$ cat config.mk
export PLATFORM = sky130hd
export DESIGN_NAME = snap_copy_ctrl
export DESIGN_NICKNAME = d
export VERILOG_FILES = /design/src/rtl/snap_copy_pkg.sv /design/src/rtl/snap_copy_engine.sv /design/src/rtl/snap_par_slot.sv /design/src/rtl/snap_mode_ctl.sv /design/src/rtl/snap_copy_ctrl.sv
export SDC_FILE = /design/constraint.sdc
export NUM_CORES = 1
export LEC_CHECK = 0
export BUFFER_PORTS_ARGS = -buffer_cell sky130_fd_sc_hd__buf_2
export CAP_MARGIN = 10
export CORE_ASPECT_RATIO = 1.2
export CORE_UTILIZATION = 35
export DETAILED_ROUTE_END_ITERATION = 12
export PLACE_DENSITY_LB_ADDON = 0.12
export SETUP_SLACK_MARGIN = 0.5
export SYNTH_ARGS = -nofsm -noshare
export SYNTH_HDL_FRONTEND = slang
export SYNTH_SLANG_ARGS = --single-unit
$ cat constraint.sdc
create_clock -name clk -period 3.3 [get_ports clk]
set_input_delay 0.33 -clock clk [delete_from_list [all_inputs] [get_ports clk]]
set_output_delay 0.33 -clock clk [all_outputs]
set_load 0.1 [all_outputs]
$ cat src/rtl/snap_copy_pkg.sv
package snap_copy_pkg;

    localparam int NUM_PAR = 2;

    typedef enum logic {
        PAR_EVEN = 1'b0,
        PAR_ODD  = 1'b1
    } parity_e;

    typedef enum logic [1:0] {
        ENG_IDLE = 2'd0,
        ENG_ID   = 2'd1,
        ENG_DEV  = 2'd2
    } eng_state_e;

    typedef struct packed {
        logic id_en;
        logic dev_en;
        logic oneshot;
    } mode_t;

    // The reserved combination (deviation without ID) copies nothing.
    function automatic logic mode_copies(mode_t m);
        return m.id_en;
    endfunction

    function automatic logic mode_has_dev(mode_t m);
        return m.id_en & m.dev_en;
    endfunction

endpackage

$ cat src/rtl/snap_copy_engine.sv
module snap_copy_engine
    import snap_copy_pkg::*;
#(
    parameter int ADDR_W = 8,
    parameter int CNT_W  = 2
) (
    input  logic              clk,
    input  logic              rst,
    input  logic              go,
    input  parity_e           go_par,
    input  logic              with_dev,
    input  logic [CNT_W-1:0]  ent_code,
    input  logic [ADDR_W-1:0] base_even,
    input  logic [ADDR_W-1:0] base_odd,
    output logic              busy,
    output parity_e           cur_par,
    output logic              finish,
    output logic              mem_we,
    output logic [ADDR_W-1:0] mem_addr,
    output logic              mem_dev
);

    localparam int EW = CNT_W + 1;

    eng_state_e        state_q;
    logic [EW-1:0]     idx_q;
    logic [EW-1:0]     ent_q;
    logic [ADDR_W-1:0] base_q;
    parity_e           par_q;
    logic              dev_q;
    logic              last_in_phase;

    assign last_in_phase = (idx_q == ent_q - EW'(1));

    always_ff @(posedge clk) begin
        if (rst) begin
            state_q <= ENG_IDLE;
            idx_q   <= '0;
            ent_q   <= '0;
            base_q  <= '0;
            par_q   <= PAR_EVEN;
            dev_q   <= 1'b0;
        end else begin
            case (state_q)
                ENG_IDLE: begin
                    if (go) begin
                        state_q <= ENG_ID;
                        idx_q   <= '0;
                        ent_q   <= EW'(ent_code) + EW'(1);
                        par_q   <= go_par;
                        dev_q   <= with_dev;
                        base_q  <= (go_par == PAR_ODD) ? base_odd : base_even;
                    end
                end
                ENG_ID: begin
                    if (last_in_phase) begin
                        idx_q   <= '0;
                        state_q <= dev_q ? ENG_DEV : ENG_IDLE;
                    end else begin
                        idx_q <= idx_q + EW'(1);
                    end
                end
                ENG_DEV: begin
                    if (last_in_phase) begin
                        idx_q   <= '0;
                        state_q <= ENG_IDLE;
                    end else begin
                        idx_q <= idx_q + EW'(1);
                    end
                end
                default: state_q <= ENG_IDLE;
            endcase
        end
    end

    assign busy    = (state_q != ENG_IDLE);
    assign cur_par = par_q;
    assign mem_we  = busy;
    assign mem_dev = (state_q == ENG_DEV);
    assign finish  = last_in_phase &&
                     (((state_q == ENG_ID) && !dev_q) || (state_q == ENG_DEV));

    always_comb begin
        mem_addr = base_q + ADDR_W'(idx_q);
        if (state_q == ENG_DEV) begin
            mem_addr = mem_addr + ADDR_W'(ent_q);
        end
    end

endmodule

$ cat src/rtl/snap_par_slot.sv
module snap_par_slot (
    input  logic clk,
    input  logic rst,
    input  logic go,
    input  logic busy_here,
    input  logic finish,
    input  logic lock_trig,
    input  logic lock_rel,
    input  logic flag_clr,
    input  logic irq_en,
    output logic lock_st,
    output logic valid,
    output logic flag,
    output logic irq_part
);

    logic pend_q;
    logic want;
    logic blocked;

    assign want    = lock_trig | pend_q;
    assign blocked = busy_here | go;

    always_ff @(posedge clk) begin
        if (rst) begin
            lock_st <= 1'b0;
            pend_q  <= 1'b0;
        end else if (lock_rel) begin
            lock_st <= 1'b0;
            pend_q  <= 1'b0;
        end else if (want && !blocked) begin
            lock_st <= 1'b1;
            pend_q  <= 1'b0;
        end else if (want) begin
            pend_q <= 1'b1;
        end
    end

    always_ff @(posedge clk) begin
        if (rst) begin
            valid <= 1'b0;
        end else if (go) begin
            valid <= 1'b0;
        end else if (finish) begin
            valid <= 1'b1;
        end
    end

    always_ff @(posedge clk) begin
        if (rst) begin
            flag <= 1'b0;
        end else if (finish) begin
            flag <= 1'b1;
        end else if (flag_clr) begin
            flag <= 1'b0;
        end
    end

    assign irq_part = flag & irq_en;

endmodule

$ cat src/rtl/snap_mode_ctl.sv
module snap_mode_ctl
    import snap_copy_pkg::*;
#(
    parameter int ADDR_W = 8,
    parameter int CNT_W  = 2
) (
    input  logic              clk,
    input  logic              rst,
    input  logic              cfg_we,
    input  mode_t             cfg_mode,
    input  logic [CNT_W-1:0]  cfg_count,
    input  logic [ADDR_W-1:0] cfg_base_even,
    input  logic [ADDR_W-1:0] cfg_base_odd,
    input  logic              busy,
    input  logic              done_even,
    input  logic              done_odd,
    output mode_t             mode,
    output logic [CNT_W-1:0]  count,
    output logic [ADDR_W-1:0] base_even,
    output logic [ADDR_W-1:0] base_odd
);

    logic seen_even_q;
    logic seen_odd_q;
    logic pair_done;

    assign pair_done = (seen_even_q | done_even) & (seen_odd_q | done_odd);

    always_ff @(posedge clk) begin
        if (rst) begin
            mode        <= '0;
            count       <= '0;
            base_even   <= '0;
            base_odd    <= '0;
            seen_even_q <= 1'b0;
            seen_odd_q  <= 1'b0;
        end else if (cfg_we && !busy) begin
            mode        <= cfg_mode;
            count       <= cfg_count;
            base_even   <= cfg_base_even;
            base_odd    <= cfg_base_odd;
            seen_even_q <= 1'b0;
            seen_odd_q  <= 1'b0;
        end else if (mode.oneshot && mode_copies(mode)) begin
            if (pair_done) begin
                mode.id_en  <= 1'b0;
                mode.dev_en <= 1'b0;
                seen_even_q <= 1'b0;
                seen_odd_q  <= 1'b0;
            end else begin
                seen_even_q <= seen_even_q | done_even;
                seen_odd_q  <= seen_odd_q | done_odd;
            end
        end
    end

endmodule

$ cat src/rtl/snap_copy_ctrl.sv
module snap_copy_ctrl
    import snap_copy_pkg::*;
#(
    parameter int ADDR_W = 8,
    parameter int CNT_W  = 2
) (
    input  logic              clk,
    input  logic              rst,
    input  logic              cfg_we,
    input  logic              cfg_id_en,
    input  logic              cfg_dev_en,
    input  logic              cfg_oneshot,
    input  logic [CNT_W-1:0]  cfg_count,
    input  logic [ADDR_W-1:0] cfg_base_even,
    input  logic [ADDR_W-1:0] cfg_base_odd,
    input  logic              lock_trig_even,
    input  logic              lock_trig_odd,
    input  logic              lock_rel_even,
    input  logic              lock_rel_odd,
    input  logic              flag_clr_even,
    input  logic              flag_clr_odd,
    input  logic              irq_en_even,
    input  logic              irq_en_odd,
    input  logic              cycle_odd,
    input  logic              nit_start,
    output logic              mem_we,
    output logic [ADDR_W-1:0] mem_addr,
    output logic              mem_dev,
    output logic              id_en_st,
    output logic              dev_en_st,
    output logic              valid_even,
    output logic              valid_odd,
    output logic              lock_even,
    output logic              lock_odd,
    output logic              flag_even,
    output logic              flag_odd,
    output logic              irq
);

    mode_t             mode_q;
    mode_t             cfg_mode;
    logic [CNT_W-1:0]  count_q;
    logic [ADDR_W-1:0] base_even_q;
    logic [ADDR_W-1:0] base_odd_q;

    logic              eng_busy;
    parity_e           eng_par;
    logic              eng_finish;
    parity_e           req_par;

    logic [NUM_PAR-1:0] lock_v;
    logic [NUM_PAR-1:0] valid_v;
    logic [NUM_PAR-1:0] flag_v;
    logic [NUM_PAR-1:0] irq_v;
    logic [NUM_PAR-1:0] go_v;
    logic [NUM_PAR-1:0] skip_v;
    logic [NUM_PAR-1:0] fin_v;
    logic [NUM_PAR-1:0] busy_v;
    logic [NUM_PAR-1:0] trig_v;
    logic [NUM_PAR-1:0] rel_v;
    logic [NUM_PAR-1:0] clr_v;
    logic [NUM_PAR-1:0] ien_v;

    logic start_req;
    logic req_locked;
    logic go_any;

    assign cfg_mode = '{id_en: cfg_id_en, dev_en: cfg_dev_en, oneshot: cfg_oneshot};
    assign req_par  = parity_e'(cycle_odd);

    assign start_req  = nit_start & mode_copies(mode_q) & ~eng_busy;
    assign req_locked = lock_v[req_par];
    assign go_any     = start_req & ~req_locked;

    assign trig_v = {lock_trig_odd, lock_trig_even};
    assign rel_v  = {lock_rel_odd, lock_rel_even};
    assign clr_v  = {flag_clr_odd, flag_clr_even};
    assign ien_v  = {irq_en_odd, irq_en_even};

    snap_mode_ctl #(
        .ADDR_W(ADDR_W),
        .CNT_W (CNT_W)
    ) u_mode (
        .clk          (clk),
        .rst          (rst),
        .cfg_we       (cfg_we),
        .cfg_mode     (cfg_mode),
        .cfg_count    (cfg_count),
        .cfg_base_even(cfg_base_even),
        .cfg_base_odd (cfg_base_odd),
        .busy         (eng_busy),
        .done_even    (skip_v[PAR_EVEN] | fin_v[PAR_EVEN]),
        .done_odd     (skip_v[PAR_ODD] | fin_v[PAR_ODD]),
        .mode         (mode_q),
        .count        (count_q),
        .base_even    (base_even_q),
        .base_odd     (base_odd_q)
    );

    snap_copy_engine #(
        .ADDR_W(ADDR_W),
        .CNT_W (CNT_W)
    ) u_eng (
        .clk      (clk),
        .rst      (rst),
        .go       (go_any),
        .go_par   (req_par),
        .with_dev (mode_has_dev(mode_q)),
        .ent_code (count_q),
        .base_even(base_even_q),
        .base_odd (base_odd_q),
        .busy     (eng_busy),
        .cur_par  (eng_par),
        .finish   (eng_finish),
        .mem_we   (mem_we),
        .mem_addr (mem_addr),
        .mem_dev  (mem_dev)
    );

    for (genvar g = 0; g < NUM_PAR; g++) begin : g_slot
        assign go_v[g]   = go_any & (req_par == parity_e'(g));
        assign skip_v[g] = start_req & req_locked & (req_par == parity_e'(g));
        assign fin_v[g]  = eng_finish & (eng_par == parity_e'(g));
        assign busy_v[g] = eng_busy & (eng_par == parity_e'(g));

        snap_par_slot u_slot (
            .clk      (clk),
            .rst      (rst),
            .go       (go_v[g]),
            .busy_here(busy_v[g]),
            .finish   (fin_v[g]),
            .lock_trig(trig_v[g]),
            .lock_rel (rel_v[g]),
            .flag_clr (clr_v[g]),
            .irq_en   (ien_v[g]),
            .lock_st  (lock_v[g]),
            .valid    (valid_v[g]),
            .flag     (flag_v[g]),
            .irq_part (irq_v[g])
        );
    end

    assign id_en_st   = mode_q.id_en;
    assign dev_en_st  = mode_q.dev_en;
    assign valid_even = valid_v[PAR_EVEN];
    assign valid_odd  = valid_v[PAR_ODD];
    assign lock_even  = lock_v[PAR_EVEN];
    assign lock_odd   = lock_v[PAR_ODD];
    assign flag_even  = flag_v[PAR_EVEN];
    assign flag_odd   = flag_v[PAR_ODD];
    assign irq        = |irq_v;

endmodule

# After elaboration in Yosys (flattened, before gate mapping)
# Index checks and enable logic that the tools add are counted.
[op_classes]
add_sub_neg = 5
magnitude_cmp = 1
eq_ne = 6
n_mux = 21
bitwise_logic = 28
reduce_logical = 31
[op_table]
columns = ["cell", "n"]
rows = [
  ["adder 8 x 3 -> 8 bit", 2],
  ["bitwise AND 1 bit", 16],
  ["2-to-1 mux 8 bit", 2],
  ["2-to-1 mux 2 bit", 7],
  ["OR reduction 2 bit", 7],
  ["nonzero test 2 bit", 6],
  ["2-to-1 mux 1 bit", 8],
  ["bitwise OR 1 bit", 8],
  ["logical AND 1 bit", 6],
  ["2-to-1 mux 3 bit", 2],
  ["case mux 2 bit (3 select lines)", 1],
  ["case mux 3 bit (2 select lines)", 1],
  ["AND reduction 2 bit", 3],
  ["OR reduction 3 bit", 2],
  ["zero test 1 bit", 4],
  ["inequality test 2 x 1 -> 1 bit (second input constant)", 2],
  ["NOT 1 bit", 4],
  ["adder 2 x 1 -> 3 bit (second input constant)", 1],
  ["adder 3 x 1 -> 3 bit (second input constant)", 1],
  ["== test 3 bit", 1],
  ["AND reduction 3 bit", 1],
  ["subtractor 3 x 1 -> 3 bit (second input constant)", 1],
  ["== test 2 x 1 -> 1 bit (second input constant)", 1],
  ["== test 2 bit (second input constant)", 1],
  ["4 further kinds", 4],
]
[word_totals]
register_bits = 49
inputBits = 34
output_inout_bits = 19
wordCells = 114

# Depth between registers and ports, before layout
[logic_depth]
depth_word = 11
mapped_depth = 9
ltp_nobuf = 9

# Cells and area by module
# From an unflattened synthesis, not the netlist that was laid out.
[hier_totals]
cells_unflattened = 299
area_unflattened_um2 = 2544.9
[by_module_without_submodules]
columns = ["module", "n_inst", "cells_per_inst", "area_per_inst_um2", "seq_area_each_um2"]
rows = [
  ["snap_copy_engine", 1, 149, 1307.5, 360.3],
  ["snap_mode_ctl", 1, 103, 842.1, 460.4],
  ["snap_par_slot", 2, 16, 137.6, 80.1],
  ["snap_copy_ctrl", 1, 15, 120.1, 0.0],
]

# Least setup slack after synthesis
# Ideal clock, no wire load.
[synth_timing]
kind = "register to output"
from = "register u_eng.idx_q[0]"
to = "output port mem_addr[7]"
arrival_ns = 5.401
required_time_ns = 2.970
slack_ns = -2.431
path_stages_with_launch = 9
n_path_buf = 0
path_cell_list = "dfxtp_1 > ha_1 > fa_1 > xor2_1 > ha_1 > nand2_1 > o21ai_0 > nand3b_1 > o311ai_0"
[synth_between]
elab_chain_len = 3
[synth_lines]
columns = ["element", "line_no", "source"]
rows = [
  ["start, declared", "snap_copy_engine.sv:26", "logic [EW-1:0] idx_q;"],
  ["start signal, assigned", "snap_copy_engine.sv:60", "idx_q <= idx_q + EW'(1);"],
  ["start signal, assigned", "snap_copy_engine.sv:68", "idx_q <= idx_q + EW'(1);"],
  ["adder 8 x 3 -> 8 bit *", "snap_copy_engine.sv:84", "mem_addr = base_q + ADDR_W'(idx_q);"],
  ["adder 8 x 3 -> 8 bit", "snap_copy_engine.sv:86", "mem_addr = mem_addr + ADDR_W'(ent_q);"],
  ["2-to-1 mux 8 bit *", "snap_copy_engine.sv:85", "if (state_q == ENG_DEV) begin"],
  ["end, declared", "snap_copy_ctrl.sv:27", "output logic [ADDR_W-1:0] mem_addr,"],
]
# Every way passes the cells marked *; elsewhere a longest branch is shown, timed or not.

# Final worst setup path
[layout_timing]
from = "register u_eng.idx_q[0]"
to = "output port mem_addr[5]"
# The elaborated chain is that of the path after synthesis.

==> flow_summary.yaml <==
floorplan:
  die_h_um: 94.93
  dieArea_um2: 7541
  coreArea_um2: 6895
  start_util_pct: 36.53
  die_w_um: 79.44
  io_pins: 53
  rows: 33
logic_synthesis:
  synth-xor-area-share_pct: 4.471
  synth-adder-area-share_pct: 8.048
  synth-edff-count: 0
  ys_async_sr_fraction_pct: 0
  syn_area_per_cell_um2: 8.424
  ys_types: 51
  synth_flop_cell: "dfxtp_1"
  ys_seq_area_share_pct: 38.95
  yosysTopAreaCellShare_pct: 38.95
  postSynthCellCount: 299
  synth_compound_area_share_pct: 20.27
  yosysTopAreaCell: "dfxtp_1"
  ys_seq_elements: 49
  yosys-top-cells-area: "dfxtp_1 39%, a21oi_1 8.7%, nand2_1 8.2%, ha_1 6.5%, a22oi_1 3.0%"
  synth.area.mux_share_pct: 2.235
  synth_top_family_by_area: "simple AND/OR/NAND/NOR gates"
  synthSimpleGateAreaFrac_pct: 22.16
  syn_nets: 348
  synthesis.area_um2: 2519
  synth-warning-count: 0
hold_path:
  min_path_type: "input pin to flip-flop"
placement:
  gp_congestion: 0.7339
  pre_cts_slack_ps: 387.4
  hpwl_um: 4075
  place_area_um2: 2957
  port_buffers: 52
pwr:
  p_leak_uw: 0.001288
  p_per_area_nw_per_um2: 430.1
  ir_drop_mv: 0.2654
final_layout:
  area_delta_synth_final_pct: 25.34
  antenna_cells: 0
  num-fill-cells: 679
  final_nets: 400
  design_area_um2: 3157
  post-route-util_pct: 45.78
  drive_gt1_share_pct: 28.13
routing:
  via_count: 2244
  ant_nets: 0
  remaining_drc_errors: 0
  vias_per_cell: 5.112
  first_pass_iters: 7
  drt-initial-drc-count: 104
  drt_wl_total_um: 5816
  drt-wirelength-per-cell_um: 13.25
sta:
  rsz0062_at_grt: "true"
  slew-limit-headroom_pct: 38.27
  finalSetupViolations: 0
  finalWorstSetupSlack_ps: 290.1
  clock-skew-final_ps: 6.659
  drv_slew: 0
  period_needed_ps: 3010
  tightest_slew_ps: 926.0
  post-route-period-util_pct: 91.21
  hold_viol: 0
  max_freq_ghz: 0.3322
  fin_tns_setup_ps: 0
  worst_hold_slack_ps: 194.6
grt:
  antenna_found_initial: 0
  grt_pass1_wl_um: 9880
  overflow: 0
  grt_usage_pct: 16.53
  grt_pass1_vias: 2043
  grt_max_degree: 52
clocking:
  clock_latency_ps: 300
  tritoncts: "done"
  h-tree-depth: 2
  cts-root-buf: "clkbuf_8"
  clk_pin_slew_ps: 90
  cts_sinks: 49
  ctsLongestPathBuffers: 2
  cts_hold_buf: 0
  numCtsBuffers: 5
flow_run:
  cap_viol_max_count: 0
worst_setup_path:
  cp_max_fo: 3
  critPathRequiredTime_ps: 2970
  worstSetupEndpointType: "output port"
  start_kind: "flip-flop"
  crit_type: "flip-flop to output port"
  crit_arrival_ps: 2680
status:
  outcome: "complete, no violations"
==> synth_stat cells (2+ instances only) <==
library cell   n
mux2_2         2
a21oi_1       44
a311oi_1       2
xnor2_1        7
clkbuf_1      12
o211ai_1       3
nand3_1        7
o21ai_0        5
a211oi_1       2
ha_1          13
dfxtp_1       49
fa_1           2
mux2i_1        2
nand2_1       55
or2_2          3
nor2b_1        3
a211o_1        2
nor3_1         7
nand3b_1       7
inv_1          8
nor2_1        14
xor2_1         3
buf_2          2
nor3b_1        3
nand2b_1       5
a22oi_1       10
nor4b_1        3
==> logic make-up (layout without fill, tap and decap cells) <==
group	count (synthesis)	in the layout
compound gates	81	81
flops	49	49
fa+ha+maj	15	15
simple gates	114	114
mux	5	5
xor+xnor	11	11
buf+inv	24	77
==> report_power, final <==
group | internal (uW) | switching (uW) | leakage (uW)
clock network | 147 | 207 | 0.0000439
registers | 630 | 30.7 | 0.000400
logic | 106 | 237 | 0.000844
==> layer usage <==
metal	wire, um	GRT usage [%]
met2	2717	25.85
met3	189	2.899
met1	2841	23.12
met4	67	4.545
met5	0	0
==> final cells by class <==
class / count / area (um^2) / share of cell area, %
clock buffer: 5 / 68.82 / 2.180
clock inverter: 3 / 17.52 / 0.5549
inverter: 8 / 30.03 / 0.9512
multi-input combinational: 226 / 1546 / 48.99
sequential: 49 / 985.9 / 31.23
tap: 87 / 108.9 / 3.448
timing repair buffer: 61 / 399.1 / 12.64
==> registers in the layout, summed over array words and instances (netlist names) <==
signal and count:
u_eng.state_q 2, u_eng.dev_q 1, g_slot.u_slot.flag 2, g_slot.u_slot.lock_st 2, u_mode.mode 3, u_mode.base_odd 8, u_eng.base_q 8, g_slot.u_slot.pend_q 2
u_eng.ent_q 3, u_eng.cur_par 1, u_mode.seen_odd_q 1, u_mode.count 2, u_mode.base_even 8, u_mode.seen_even_q 1, g_slot.u_slot.valid 2, u_eng.idx_q 3
==> stage by stage <==
stage | total power (uW) | std cells
floorplan | 934.0 | 299
global placement | 1008 | 426
detailed placement | 1012 | 426
CTS | 1369 | 438
global route | 1439 | 439
finish | 1358 | 439
==> worst max-delay path: stages (launching register included) <==
cell and delay [ps]:
dfxtp_4 360, ha_4 160, fa_2 350, xor2_1 170, ha_1 320, nand2_1 70, o21ai_2 210, nor4bb_4 260
buf_4 160, xnor2_2 120, buf_12 200
==> final timing paths <==
path,startpoint,endpoint,slack [ps],cells after the start
max,u_eng.idx_q[0]$_SDFFE_PP0P_,mem_addr[5],290,10
min,lock_rel_odd,g_slot[1].u_slot.lock_st$_SDFFE_PP0P_,190,2
max reg2reg,u_eng.state_q[0]$_SDFFE_PP0P_,u_eng.idx_q[2]$_SDFFE_PP0P_,1100,7
min reg2reg,u_mode.base_even[1]$_SDFFE_PP0P_,u_mode.base_even[1]$_SDFFE_PP0P_,460,2
==> cells in the final DEF, fill, tap and decap left out, drive strengths merged, types with 8 or more instances in the layout <==
cell / n
a21oi: 44
a22oi: 10
buf: 61
dfxtp: 49
ha: 13
inv: 8
nand2: 56
nor2: 14
nor3: 8
==> what timing repair did <==
action	CTS	global route
pin swaps	2	2
gates resized for setup	13	7
setup buffers	4	1
hold endpoints to repair	0	0
setup endpoints to repair	5	7
No activity file was read; power rests on OpenSTA's default activity.
